$ cat config.mk
export PLATFORM = sky130hd
export DESIGN_NAME = xpd_serial_target
export DESIGN_NICKNAME = d
export VERILOG_FILES = /design/src/rtl/xpd_tgt_pkg.sv /design/src/rtl/xpd_addr_match.sv /design/src/rtl/xpd_ptr_unit.sv /design/src/rtl/xpd_bus_timeout.sv /design/src/rtl/xpd_serial_target.sv
export SDC_FILE = /design/constraint.sdc
export NUM_CORES = 1
export LEC_CHECK = 0
export BUFFER_PORTS_ARGS = -buffer_cell sky130_fd_sc_hd__buf_2
export CORE_MARGIN = 1
export CORE_UTILIZATION = 45
export CTS_BUF_LIST = sky130_fd_sc_hd__clkbuf_16
export DETAILED_ROUTE_END_ITERATION = 8
export GPL_TIMING_DRIVEN = 0
export PLACE_DENSITY = 0.68
export SLEW_MARGIN = 40
export SYNTH_ARGS = -nofsm -noshare
export SYNTH_HDL_FRONTEND = slang
export SYNTH_SLANG_ARGS = --single-unit
$ cat constraint.sdc
create_clock -name clk -period 4.8 [get_ports clk]
set_clock_uncertainty 0.15 [all_clocks]
set_input_delay 0.48 -clock clk [delete_from_list [all_inputs] [get_ports clk]]
set_output_delay 0.48 -clock clk [all_outputs]
set_load 0.05 [all_outputs]
$ cat src/rtl/xpd_tgt_pkg.sv
package xpd_tgt_pkg;
  localparam int PTR_W   = 6;
  localparam int BANK_W  = 3;
  localparam int AI_BIT  = 7;

  typedef enum logic [2:0] {
    ST_IDLE,
    ST_ADDR,
    ST_CMD,
    ST_WDATA,
    ST_RDATA,
    ST_HOLD
  } tgt_state_e;
endpackage

$ cat src/rtl/xpd_addr_match.sv
module xpd_addr_match #(
  parameter logic [3:0] ADDR_HI = 4'b0100
) (
  input  logic [2:0] sel,
  input  logic [7:0] byte_in,
  output logic       hit,
  output logic       rnw
);
  // Address byte layout: [7:4] fixed, [3:1] pin-selected, [0] direction.
  assign hit = (byte_in[7:4] == ADDR_HI) && (byte_in[3:1] == sel);
  assign rnw = byte_in[0];
endmodule

$ cat src/rtl/xpd_ptr_unit.sv
module xpd_ptr_unit
  import xpd_tgt_pkg::*;
#(
  parameter int GROUPS = 5,
  parameter int BANKS  = 5
) (
  input  logic             clk,
  input  logic             rst_n,
  input  logic             load,
  input  logic [PTR_W-1:0] load_val,
  input  logic             step,
  output logic [PTR_W-1:0] ptr,
  output logic             ok
);
  localparam int GRP_W = PTR_W - BANK_W;
  localparam logic [BANK_W-1:0] LAST_BANK = BANK_W'(BANKS - 1);

  logic [BANK_W-1:0] bank;
  logic [GRP_W-1:0]  grp;
  assign bank = ptr[BANK_W-1:0];
  assign grp  = ptr[PTR_W-1:BANK_W];

  always_ff @(posedge clk or negedge rst_n) begin
    if (!rst_n) begin
      ptr <= '0;
    end else if (load) begin
      ptr <= load_val;
    end else if (step) begin
      // only the bank field moves; the group field is never touched
      ptr[BANK_W-1:0] <= (bank == LAST_BANK) ? '0 : bank + 1'b1;
    end
  end

  assign ok = (int'(grp) < GROUPS) && (int'(bank) < BANKS);

  assert_step_keeps_group_R5: assert property (@(posedge clk) disable iff (!rst_n)
    (step && !load) |=> (ptr[PTR_W-1:BANK_W] == $past(ptr[PTR_W-1:BANK_W])));

  assert_last_bank_wraps_R5: assert property (@(posedge clk) disable iff (!rst_n)
    (step && !load && bank == LAST_BANK) |=> (ptr[BANK_W-1:0] == '0));
endmodule

$ cat src/rtl/xpd_bus_timeout.sv
module xpd_bus_timeout #(
  parameter int TMO_CYCLES = 3_125_000
) (
  input  logic clk,
  input  logic rst_n,
  input  logic en,
  input  logic bus_low,
  output logic fire
);
  localparam int CNT_W = $clog2(TMO_CYCLES + 1);
  localparam logic [CNT_W-1:0] LIMIT = CNT_W'(TMO_CYCLES);
  localparam logic [CNT_W-1:0] LAST  = CNT_W'(TMO_CYCLES - 1);

  logic [CNT_W-1:0] cnt;

  always_ff @(posedge clk or negedge rst_n) begin
    if (!rst_n) begin
      cnt <= '0;
    end else if (!en || !bus_low) begin
      cnt <= '0;
    end else if (cnt != LIMIT) begin
      cnt <= cnt + 1'b1;
    end
  end

  assign fire = en && bus_low && (cnt == LAST);

  assert_fire_after_low_R10: assert property (@(posedge clk) disable iff (!rst_n)
    fire |-> $past(bus_low && en));
endmodule

$ cat src/rtl/xpd_serial_target.sv
module xpd_serial_target
  import xpd_tgt_pkg::*;
#(
  parameter logic [3:0] ADDR_HI    = 4'b0100,
  parameter int         GROUPS     = 5,
  parameter int         BANKS      = 5,
  parameter int         TMO_CYCLES = 3_125_000
) (
  input  logic             clk,
  input  logic             rst_n,
  input  logic [2:0]       addr_sel,
  input  logic             tmo_en,
  input  logic             bus_low,
  input  logic             ev_start,
  input  logic             ev_stop,
  input  logic             rx_valid,
  input  logic [7:0]       rx_byte,
  input  logic             mack_valid,
  input  logic             mack_ok,
  output logic             ack_stb,
  output logic             ack_drive,
  output logic [PTR_W-1:0] reg_addr,
  output logic             reg_wr,
  output logic [7:0]       reg_wdata,
  output logic             reg_rd,
  input  logic [7:0]       reg_rdata,
  output logic             tx_valid,
  output logic [7:0]       tx_byte
);
  tgt_state_e       state;
  logic             ai_q;
  logic             wr_pend;
  logic             rd_pend;
  logic [7:0]       wdata_q;
  logic             fire;
  logic             hit;
  logic             rnw;
  logic             ptr_load;
  logic             ptr_step;
  logic             ptr_ok;
  logic [PTR_W-1:0] ptr;
  logic             quiet;

  xpd_addr_match #(.ADDR_HI(ADDR_HI)) u_match (
    .sel     (addr_sel),
    .byte_in (rx_byte),
    .hit     (hit),
    .rnw     (rnw)
  );

  xpd_bus_timeout #(.TMO_CYCLES(TMO_CYCLES)) u_tmo (
    .clk     (clk),
    .rst_n   (rst_n),
    .en      (tmo_en),
    .bus_low (bus_low),
    .fire    (fire)
  );

  // no bus event overrides the byte in this cycle
  assign quiet    = !fire && !ev_start && !ev_stop;
  assign ptr_load = quiet && rx_valid && (state == ST_CMD);
  assign ptr_step = ai_q && (wr_pend || rd_pend);

  xpd_ptr_unit #(.GROUPS(GROUPS), .BANKS(BANKS)) u_ptr (
    .clk      (clk),
    .rst_n    (rst_n),
    .load     (ptr_load),
    .load_val (rx_byte[PTR_W-1:0]),
    .step     (ptr_step),
    .ptr      (ptr),
    .ok       (ptr_ok)
  );

  always_ff @(posedge clk or negedge rst_n) begin
    if (!rst_n) begin
      state     <= ST_IDLE;
      ai_q      <= 1'b0;
      wr_pend   <= 1'b0;
      rd_pend   <= 1'b0;
      wdata_q   <= '0;
      ack_stb   <= 1'b0;
      ack_drive <= 1'b0;
      tx_valid  <= 1'b0;
      tx_byte   <= '0;
    end else begin
      ack_stb  <= 1'b0;
      wr_pend  <= 1'b0;
      rd_pend  <= 1'b0;
      tx_valid <= 1'b0;
      if (rd_pend) begin
        tx_valid <= 1'b1;
        tx_byte  <= ptr_ok ? reg_rdata : 8'h00;
      end
      if (fire) begin
        state <= ST_IDLE;
      end else if (ev_start) begin
        state <= ST_ADDR;
      end else if (ev_stop) begin
        state <= ST_IDLE;
      end else begin
        unique case (state)
          ST_ADDR: if (rx_valid) begin
            ack_stb   <= 1'b1;
            ack_drive <= hit;
            if (!hit)     state <= ST_HOLD;
            else if (rnw) begin
              state   <= ST_RDATA;
              rd_pend <= 1'b1;
            end else      state <= ST_CMD;
          end
          ST_CMD: if (rx_valid) begin
            ack_stb   <= 1'b1;
            ack_drive <= 1'b1;
            ai_q      <= rx_byte[AI_BIT];
            state     <= ST_WDATA;
          end
          ST_WDATA: if (rx_valid) begin
            ack_stb   <= 1'b1;
            ack_drive <= 1'b1;
            wdata_q   <= rx_byte;
            wr_pend   <= 1'b1;
          end
          ST_RDATA: if (mack_valid) begin
            if (mack_ok) rd_pend <= 1'b1;
            else         state   <= ST_HOLD;
          end
          default: ;
        endcase
      end
    end
  end

  assign reg_addr  = ptr;
  assign reg_wdata = wdata_q;
  assign reg_wr    = wr_pend && ptr_ok;
  assign reg_rd    = rd_pend && ptr_ok;

  assert_ack_follows_byte_R2: assert property (@(posedge clk) disable iff (!rst_n)
    ack_stb |-> $past(rx_valid));

  assert_strobes_exclusive_R4: assert property (@(posedge clk) disable iff (!rst_n)
    $onehot0({reg_wr, reg_rd, tx_valid && reg_rd}));

  assert_idle_silent_R9: assert property (@(posedge clk) disable iff (!rst_n)
    (state == ST_IDLE && quiet) |=> !ack_stb && !reg_wr && !reg_rd);

  assert_tx_after_fetch_R7: assert property (@(posedge clk) disable iff (!rst_n)
    tx_valid |-> ($past(ack_stb) || $past(mack_valid, 2)));
endmodule

==> impl_summary.txt, run 1 <==
----------------------------------------------------
[Run status]
  Result of the run ... completed

[Synth]
  Yosys reg bits ... 53
  Main combinational cell family by area after synthesis ... simple AND/OR/NAND/NOR gates
  Share of flip-flops with an asynchronous set or reset ... 1.000
  Area of the mapped netlist ... 2539 sq um
  Ranking of synthesized cells by area ... sky130_fd_sc_hd__dfrtp_1 (52%), sky130_fd_sc_hd__mux2_2 (6.2%), sky130_fd_sc_hd__xor2_1 (5.2%)
  Post-synthesis share of cell area spent on and, or, nand and nor gates ... 0.2045
  Post-Synth XOR/XNOR Area ... 0.08280
  Synthesized instance count ... approximately 240
  Register area share after synthesis ... 0.5224
  Yosys warning total ... 0
  Adder-cell share of the synthesized area ... 0.01971
  Synthesized net count ... 269
  Cell taking the most area after synthesis ... sky130_fd_sc_hd__dfrtp_1
  Share of the synthesized area in the top cell type ... 0.5224
  Post-synthesis mux area share ... 0.06999
  Post-synthesis cell type count ... 36
  Leading register cell type out of synthesis ... sky130_fd_sc_hd__dfrtp_1
  Count of flip-flops with a built-in enable after synthesis ... 0
  Avg Cell Area, Syn ... 10.71 sq um
  Synthesized-area fraction occupied by ao, oa, aoi and oai cells ... 0.07836

[Timing]
  Period utilisation layout ... 0.4947
  FMAX ... 421.1 MHz
  Hold Violations, Final ... 0
  Number of setup violations in the final report ... 0
  Sum Neg Setup Slack ... 0 ns
  Max-slew violation count ... 0
  Max-slew headroom at the worst pin ... 0.5314
  Crit path setup slack, layout ... about 2.4 ns
  Post-layout minimum cycle time ... 2.375 ns
  RSZ-0062 raised after global routing ... false
  Transition time at the pin with the least slew margin ... roughly 0.7 ns

[Worst setup path]
  Arr. time, crit path ... around 1.7 ns
  Setup crit start kind ... flop
  Critical path endpoint category ... primary output
  Largest stage delay, worst path ... 0.36 ns
  Startpoint-to-endpoint class of the critical path ... reg2out
  Cell-by-cell trace of the critical path ... clkbuf_1, clkinv_1, nor2_1, buf_2
  Worst path slowest cell ... sky130_fd_sc_hd__clkbuf_1
  Required time at the worst-slack endpoint ... 4.17 ns
  Max Fanout on Critical Path ... 10

[Drt]
  Iteration-0 DRC count of the detailed router ... 143
  Routed Antenna Nets ... 0
  Average wire length per cell after detail routing ... 12.88 um
  Via count ... between 1500 and 2000
  Wirelength, routed ... 4753 um
  Detailed-route DRC error count ... 0
  Length of the first detailed-routing pass in iterations ... 4
  DR vias/cell ... around 5.1

[Placement]
  Placer's final routability congestion estimate ... 0.7784
  Post-placement worst setup slack ... around 2.5 ns
  Port-buffer cells ... 54
  Detailed-placement wirelength estimate ... 3432 um

[Layout]
  Area growth, synth to finish ... 21.04%
  Commonest cells after routing, fill and taps aside ... sky130_fd_sc_hd__dfrtp_1 (53), sky130_fd_sc_hd__buf_2 (53), sky130_fd_sc_hd__nor2_1 (28), sky130_fd_sc_hd__nand2_1 (27), sky130_fd_sc_hd__xor2_1 (15)
  Area occupied by multi-input gates ... 1162 sq um
  Area taken by flip-flops and latches ... 1326 sq um
  Number of antenna repair diodes ... 0
  Count of fill cells added during filler insertion ... 476
  Fraction of final layout cells sized beyond drive strength 1 ... 0.2843
  # nets final ... 330

[Clock tree]
  Setup Buffers After CTS ... 0
  Clock tree from TritonCTS ... done
  # clock sinks ... 53
  Number of CTS-inserted buffers ... 5
  Number of hold buffers added after cts ... 0
  Post-cts sizing count ... 0
  Clock latency reported for the late side of the worst-skew pair ... 0.29 ns
  CTS Root Cell ... sky130_fd_sc_hd__clkbuf_16
  Largest buffer count on any clock path ... 2
  Total number of H-tree levels ... 2
  Clock transition time at the flip-flop clock pins of the worst setup and hold paths ... ~0.070 ns

[Global routing]
  Grt ovf ... 0
  Global-route wire length before repair ... 8466 um
  Pin count of the biggest net entering global routing ... 54
  Number of global-route vias before repair ... 1873
  Overall routing resource usage ... 0.1771
  Antenna violations before repair ... 0

[Floorplanning]
  Total core area ... 5270 sq um
  Chip width ... just under 80 um
  Die Area ... about 5900 sq um
  Y dimension of the die ... 77.11 um
  Number of cell rows ... 26
  Ports ... 55
  Starting density of the core ... 0.4817

[Power and ir drop]
  Lkg Pwr ... roughly 1.4 nW
  Maximum ir drop on the vdd rail ... 0.1453 mV
  Power density relative to cell area ... 313.2 nW/um^2

[Worst hold path]
  Type of the most critical hold path ... in2async

[Flow run]
  Max-cap violations ... 0

----------------------------------------------------
==> kinds of logic (layout without fill, tap and decap cells) <==
| family | Yosys count | after routing |
|---|---|---|
| compound gates | 27 | 27 |
| flops | 53 | 53 |
| xor+xnor | 24 | 24 |
| fa+ha+maj | 4 | 4 |
| buf+inv | 15 | 77 |
| mux | 16 | 16 |
| simple gates | 98 | 98 |
==> flip-flops by register name, summed over array words and instances, names as in the netlist <==
signal / flops
u_tmo.cnt: 22
reg_wdata: 8
tx_byte: 8
u_ptr.ptr: 6
state: 3
ack_drive: 1
ack_stb: 1
ai_q: 1
rd_pend: 1
tx_valid: 1
wr_pend: 1
==> per-stage QoR <==
| stage | power (mW) | hold WS, ns | instances | area, sq um | util |
|---|---|---|---|---|---|
| 6_report | 0.9624 | 0.06284 | 369 | 3073 | 0.5831 |
| 5_1_grt | 0.9992 | 0.1435 | 369 | 3073 | 0.5831 |
| 4_1_cts | 0.9748 | 0.1000 | 369 | 3073 | 0.5831 |
| 3_5_place_dp | 0.5751 | 0.2082 | 361 | 2905 | 0.5513 |
| 3_3_place_gp | 0.5738 | 0.2047 | 361 | 2897 | 0.5496 |
| 2_1_floorplan | 0.5360 | 0.03441 | 237 | 2539 | - |
==> metal layers <==
metal	part of all wire	global-route usage	vias to the layer above
met5	0	0	-
met4	0.0088	0.05094	0
met3	0.050	0.03333	6
met2	0.47	0.2946	51
met1	0.47	0.2357	898
li1	-	-	944
==> where the power goes <==
part           switching, mW  internal [mW]  total [mW]
clock network          0.153          0.245       0.398
registers            0.00639          0.458       0.464
logic                 0.0700         0.0305       0.101
==> cell type report <==
cell class | instances | area share
Sequential cell | 53 | 0.4316
Multi-Input combinational cell | 169 | 0.3783
Timing Repair Buffer | 54 | 0.08876
Clock buffer | 5 | 0.04072
Tap cell | 70 | 0.02850
Clock inverter | 3 | 0.01384
Inverter | 9 | 0.01099
Buffer | 6 | 0.007329
==> Yosys cell counts, types with 4 or more instances <==
| cell | n |
|---|---|
| sky130_fd_sc_hd__nor3_1 | 5 |
| sky130_fd_sc_hd__nor2_1 | 28 |
| sky130_fd_sc_hd__and3_1 | 4 |
| sky130_fd_sc_hd__mux2_2 | 14 |
| sky130_fd_sc_hd__xor2_1 | 15 |
| sky130_fd_sc_hd__nand4_1 | 8 |
| sky130_fd_sc_hd__o2bb2ai_1 | 8 |
| sky130_fd_sc_hd__a21oi_1 | 4 |
| sky130_fd_sc_hd__nand2_1 | 27 |
| sky130_fd_sc_hd__nand3_1 | 8 |
| sky130_fd_sc_hd__ha_1 | 4 |
| sky130_fd_sc_hd__xnor2_1 | 9 |
| sky130_fd_sc_hd__dfrtp_1 | 53 |
| sky130_fd_sc_hd__inv_1 | 8 |
| sky130_fd_sc_hd__o21ai_0 | 8 |
| sky130_fd_sc_hd__clkbuf_1 | 5 |
==> path summary, 6_finish.rpt <==
check / from / end / slack, ns / cells after the start
min in group clk: rd_pend / tx_valid / 0.23 / 0
hold / removal: rst_n / reg_wdata[0] / 0.06 / 1
hold reg to reg: rd_pend / tx_valid / 0.23 / 0
setup / recovery: rd_pend / reg_rd / 2.43 / 4
setup reg to reg: u_tmo.cnt[1] / reg_wdata[7] / 2.48 / 6
max in group asynchronous: rst_n / u_ptr.ptr[4] / 4.00 / 1
==> worst max-delay path: cells and delay by family, from the launching register on <==
kind          cells  cell delay, ns
flops             1            0.34
simple gates      1            0.15
buf+inv           3            0.97
Note: power is estimated with default switching activity, not from simulation.
==> run 2, diff against run 1 <==
clock period = 2.2 ns   (was 4.8 ns; I/O delays follow)
==> run 2 against run 1 <==
  * Setup slack got worse by 2.3 ns
  * Via count grew 2.6%
  * Routed wire length is 3.6% higher
  * Cell area increased by 4.2%
  * Total power is 120% higher
  * Global-route usage up 0.15 points
  * Largest cell class unchanged
  * Critical path type is now reg2reg
==> impl_summary.txt, run 2 (synthesis gave the netlist of run 1 again) <==
----------------------------------------------------
[Clock tree]
  Largest buffer count on any clock path ... 2 (unchanged)
  # clock sinks ... 53 (unchanged)
  Total number of H-tree levels ... 2 (unchanged)
  Clock tree from TritonCTS ... done
  Clock latency reported for the late side of the worst-skew pair ... 0.29 ns (about the same)
  CTS Root Cell ... sky130_fd_sc_hd__clkbuf_16
  Number of CTS-inserted buffers ... 5 (unchanged)
  Clock transition time at the flip-flop clock pins of the worst setup and hold paths ... 0.06 ns (about the same)

[Floorplanning]
  Number of cell rows ... 26 (unchanged)
  Total core area ... 5270 sq um (unchanged)
  Die Area ... 5946 sq um (unchanged)
  Y dimension of the die ... 77.11 um (unchanged)
  Ports ... 55 (unchanged)
  Starting density of the core ... 0.4817 (unchanged)
  Chip width ... 77.11 um (unchanged)

[Worst hold path]
  Worst min-delay path endpoint ... tx_byte[6]
  Type of the most critical hold path ... in2reg
  Hold path startpoint ... reg_rdata[6]
  Worst Hold Path Cells ... 3

[Power and ir drop]
  Maximum ir drop on the vdd rail ... 0.3003 mV (+110%)
  Lkg Pwr ... 1.485 nW (+3.6%)
  Sequential share of power ... 0.482 (about the same)
  Net switching power of the design ... 496.9 uW (+120%)
  Power density relative to cell area ... 657.0 nW/um^2 (+110%)
  Clock power frac ... 0.410 (-0.003)
  Pint ... 1.606 mW (+120%)
  Relative contribution of combinational cells to total power ... 0.108 (+0.004)
  Net switching fraction of the power ... 0.2363 (-0.001586)

[Flow run]
  Max-cap violations ... 0 (unchanged)

[Layout]
  Utilization of the core after routing ... 0.6073 (+0.02422)
  Register ranked first by flip-flop count ... u_tmo.cnt
  Commonest cells after routing, fill and taps aside ... sky130_fd_sc_hd__buf_2 (53), sky130_fd_sc_hd__dfrtp_1 (51), sky130_fd_sc_hd__nor2_1 (28), sky130_fd_sc_hd__nand2_1 (26), sky130_fd_sc_hd__xor2_1 (15)
  Number of non-filler instances in the completed layout ... 379 (+2.7%)
  Fraction of final layout cells sized beyond drive strength 1 ... 0.3269 (+0.04258)
  Max FFs per register ... 22 (unchanged)
  Leading cell type in the layout, fill and taps excluded ... sky130_fd_sc_hd__buf_2
  Area growth, synth to finish ... 26.07%
  Number of antenna repair diodes ... 0 (unchanged)
  # nets final ... 340 (+3.0%)

[Global routing]
  Met3 GRT Util ... 0.03333 (unchanged)
  Grt met1 use ... 0.2349 (-0.0007752)
  Antenna violations before repair ... 0 (unchanged)
  Pin count of the biggest net entering global routing ... 54 (unchanged)
  Most Used Layer, Global Route ... met2
  Global-route wire length before repair ... 8542 um (+0.90%)
  Overall routing resource usage ... 0.1787 (+0.001542)
  Met2 GRT Util ... 0.3009 (+0.006250)
  Grt ovf ... 0 (unchanged)
  Number of global-route vias before repair ... 1904 (+1.7%)

[Timing]
  FMAX ... 472.4 MHz
  RSZ-0062 raised after global routing ... true
  Number of setup violations in the final report ... 0 (unchanged)
  Max-slew violation count ... 0 (unchanged)
  Post-layout minimum cycle time ... between 2 and 2.5 ns
  Transition time at the pin with the least slew margin ... 0.7095 ns (+0.01195 ns)
  Period utilisation layout ... 0.9622
  Max-slew headroom at the worst pin ... 0.5234 (-0.008029)
  Hold Violations, Final ... 0 (unchanged)

[Drt]
  Via count ... 1948 (+2.6%)
  Wirelength, routed ... 4925 um (+3.6%)
  Detailed-route DRC error count ... 0 (unchanged)
  Average wire length per cell after detail routing ... 12.99 um (+0.88%)
  Iteration-0 DRC count of the detailed router ... 137 (-4.2%)
  Length of the first detailed-routing pass in iterations ... 4 (unchanged)
  Routed Antenna Nets ... 0 (unchanged)
  DR vias/cell ... 5.140 (-0.13%)

[Run status]
  Result of the run ... completed

[Worst setup path]
  Critical path endpoint category ... flop
  Worst reg2reg path startpoint ... u_tmo.cnt[5]
  Max Fanout on Critical Path ... 7 (-3)
  Required time at the worst-slack endpoint ... 2.22 ns (-1.95 ns)
  Worst R2R End ... u_ptr.ptr[4]
  Register-to-register setup slack ... 0.08 ns (-2.40 ns)
  Arr. time, crit path ... 2.13 ns (+0.39 ns)
  Setup crit start kind ... flop
  Startpoint-to-endpoint class of the critical path ... reg2reg
  Path depth of the worst reg2reg path ... 7 (+1)

[Placement]
  Placer's final routability congestion estimate ... 0.7784 (unchanged)
  Port-buffer cells ... 54 (unchanged)
  Detailed-placement wirelength estimate ... 3432 um (unchanged)
  Inst Count DP ... 361 (unchanged)

----------------------------------------------------
run 2: area by class of cell:
type / instances / area [sq um]
fillers: 459 / 2069
repair buffers: 64 / 370.4
clock inverters: 3 / 42.54
multi-input cells: 169 / 1190
plain buffers: 6 / 22.52
clock buffers: 5 / 125.1
well taps: 70 / 87.58
flip-flops and latches: 53 / 1329
inverters: 9 / 33.78
run 2: routing by layer:
metal | up-vias | wire [um]
li1 | 966 | -
met4 | 0 | 44
met5 | - | 0
met1 | 925 | 2285
met3 | 7 | 229
met2 | 50 | 2366
run 2: timing repair:
action / in CTS / in global routing
hold endpoints to repair: 53 / 0
pin swaps: 3 / 3
setup buffers: 5 / 4
hold buffers: 1 / 0
gates resized for setup: 2 / 8
endpoints found under the setup margin: 15 / 24
run 2: how the worst max path moves through the flow:
| stage | endpoint | start | depth (start not counted) |
|---|---|---|---|
| finish | u_ptr.ptr[4] | u_tmo.cnt[5] | 7 |
| global route | u_tmo.cnt[21] | u_tmo.cnt[2] | 5 |
| CTS | u_ptr.ptr[4] | u_tmo.cnt[7] | 7 |
| detailed placement | reg_wdata[3] | u_tmo.cnt[1] | 6 |
| global placement | reg_wdata[3] | u_tmo.cnt[1] | 6 |
| floorplan | reg_wdata[0] | u_tmo.cnt[1] | 6 |
run 2: critical path, cell delays in order (launching register included):
cell                       delay, ns
sky130_fd_sc_hd__dfrtp_1        0.41
sky130_fd_sc_hd__and4bb_2       0.32
sky130_fd_sc_hd__nand4_1        0.18
sky130_fd_sc_hd__o31ai_4        0.32
sky130_fd_sc_hd__buf_6          0.16
sky130_fd_sc_hd__nor4_4         0.05
sky130_fd_sc_hd__buf_6          0.15
sky130_fd_sc_hd__mux2_2         0.27
run 2: power by group through the flow:
stage | clock, mW | combinational [mW] | sequential (mW)
2_1_floorplan | 0 | 0.0641 | 1.11
3_3_place_gp | 0 | 0.221 | 1.03
3_5_place_dp | 0 | 0.223 | 1.03
4_1_cts | 0.891 | 0.230 | 1.01
5_1_grt | 0.926 | 0.247 | 1.02
6_report | 0.862 | 0.227 | 1.01
run 2: stage by stage:
stage	TNS, ns	cell area (sq um)	total power [mW]	setup WS [ns]	hold slack (ns)
after CTS	0	3127	2.133	0.005796	0.01245
after global routing	-0.1651	3201	2.189	-0.03749	0.02676
after floorplan	0	2539	1.169	0.08865	-0.2256
after global placement	-1.050	2897	1.252	-0.08594	0.2047
after detailed placement	-1.448	2905	1.255	-0.1246	0.1487
final	0	3201	2.103	0.08323	0.01663
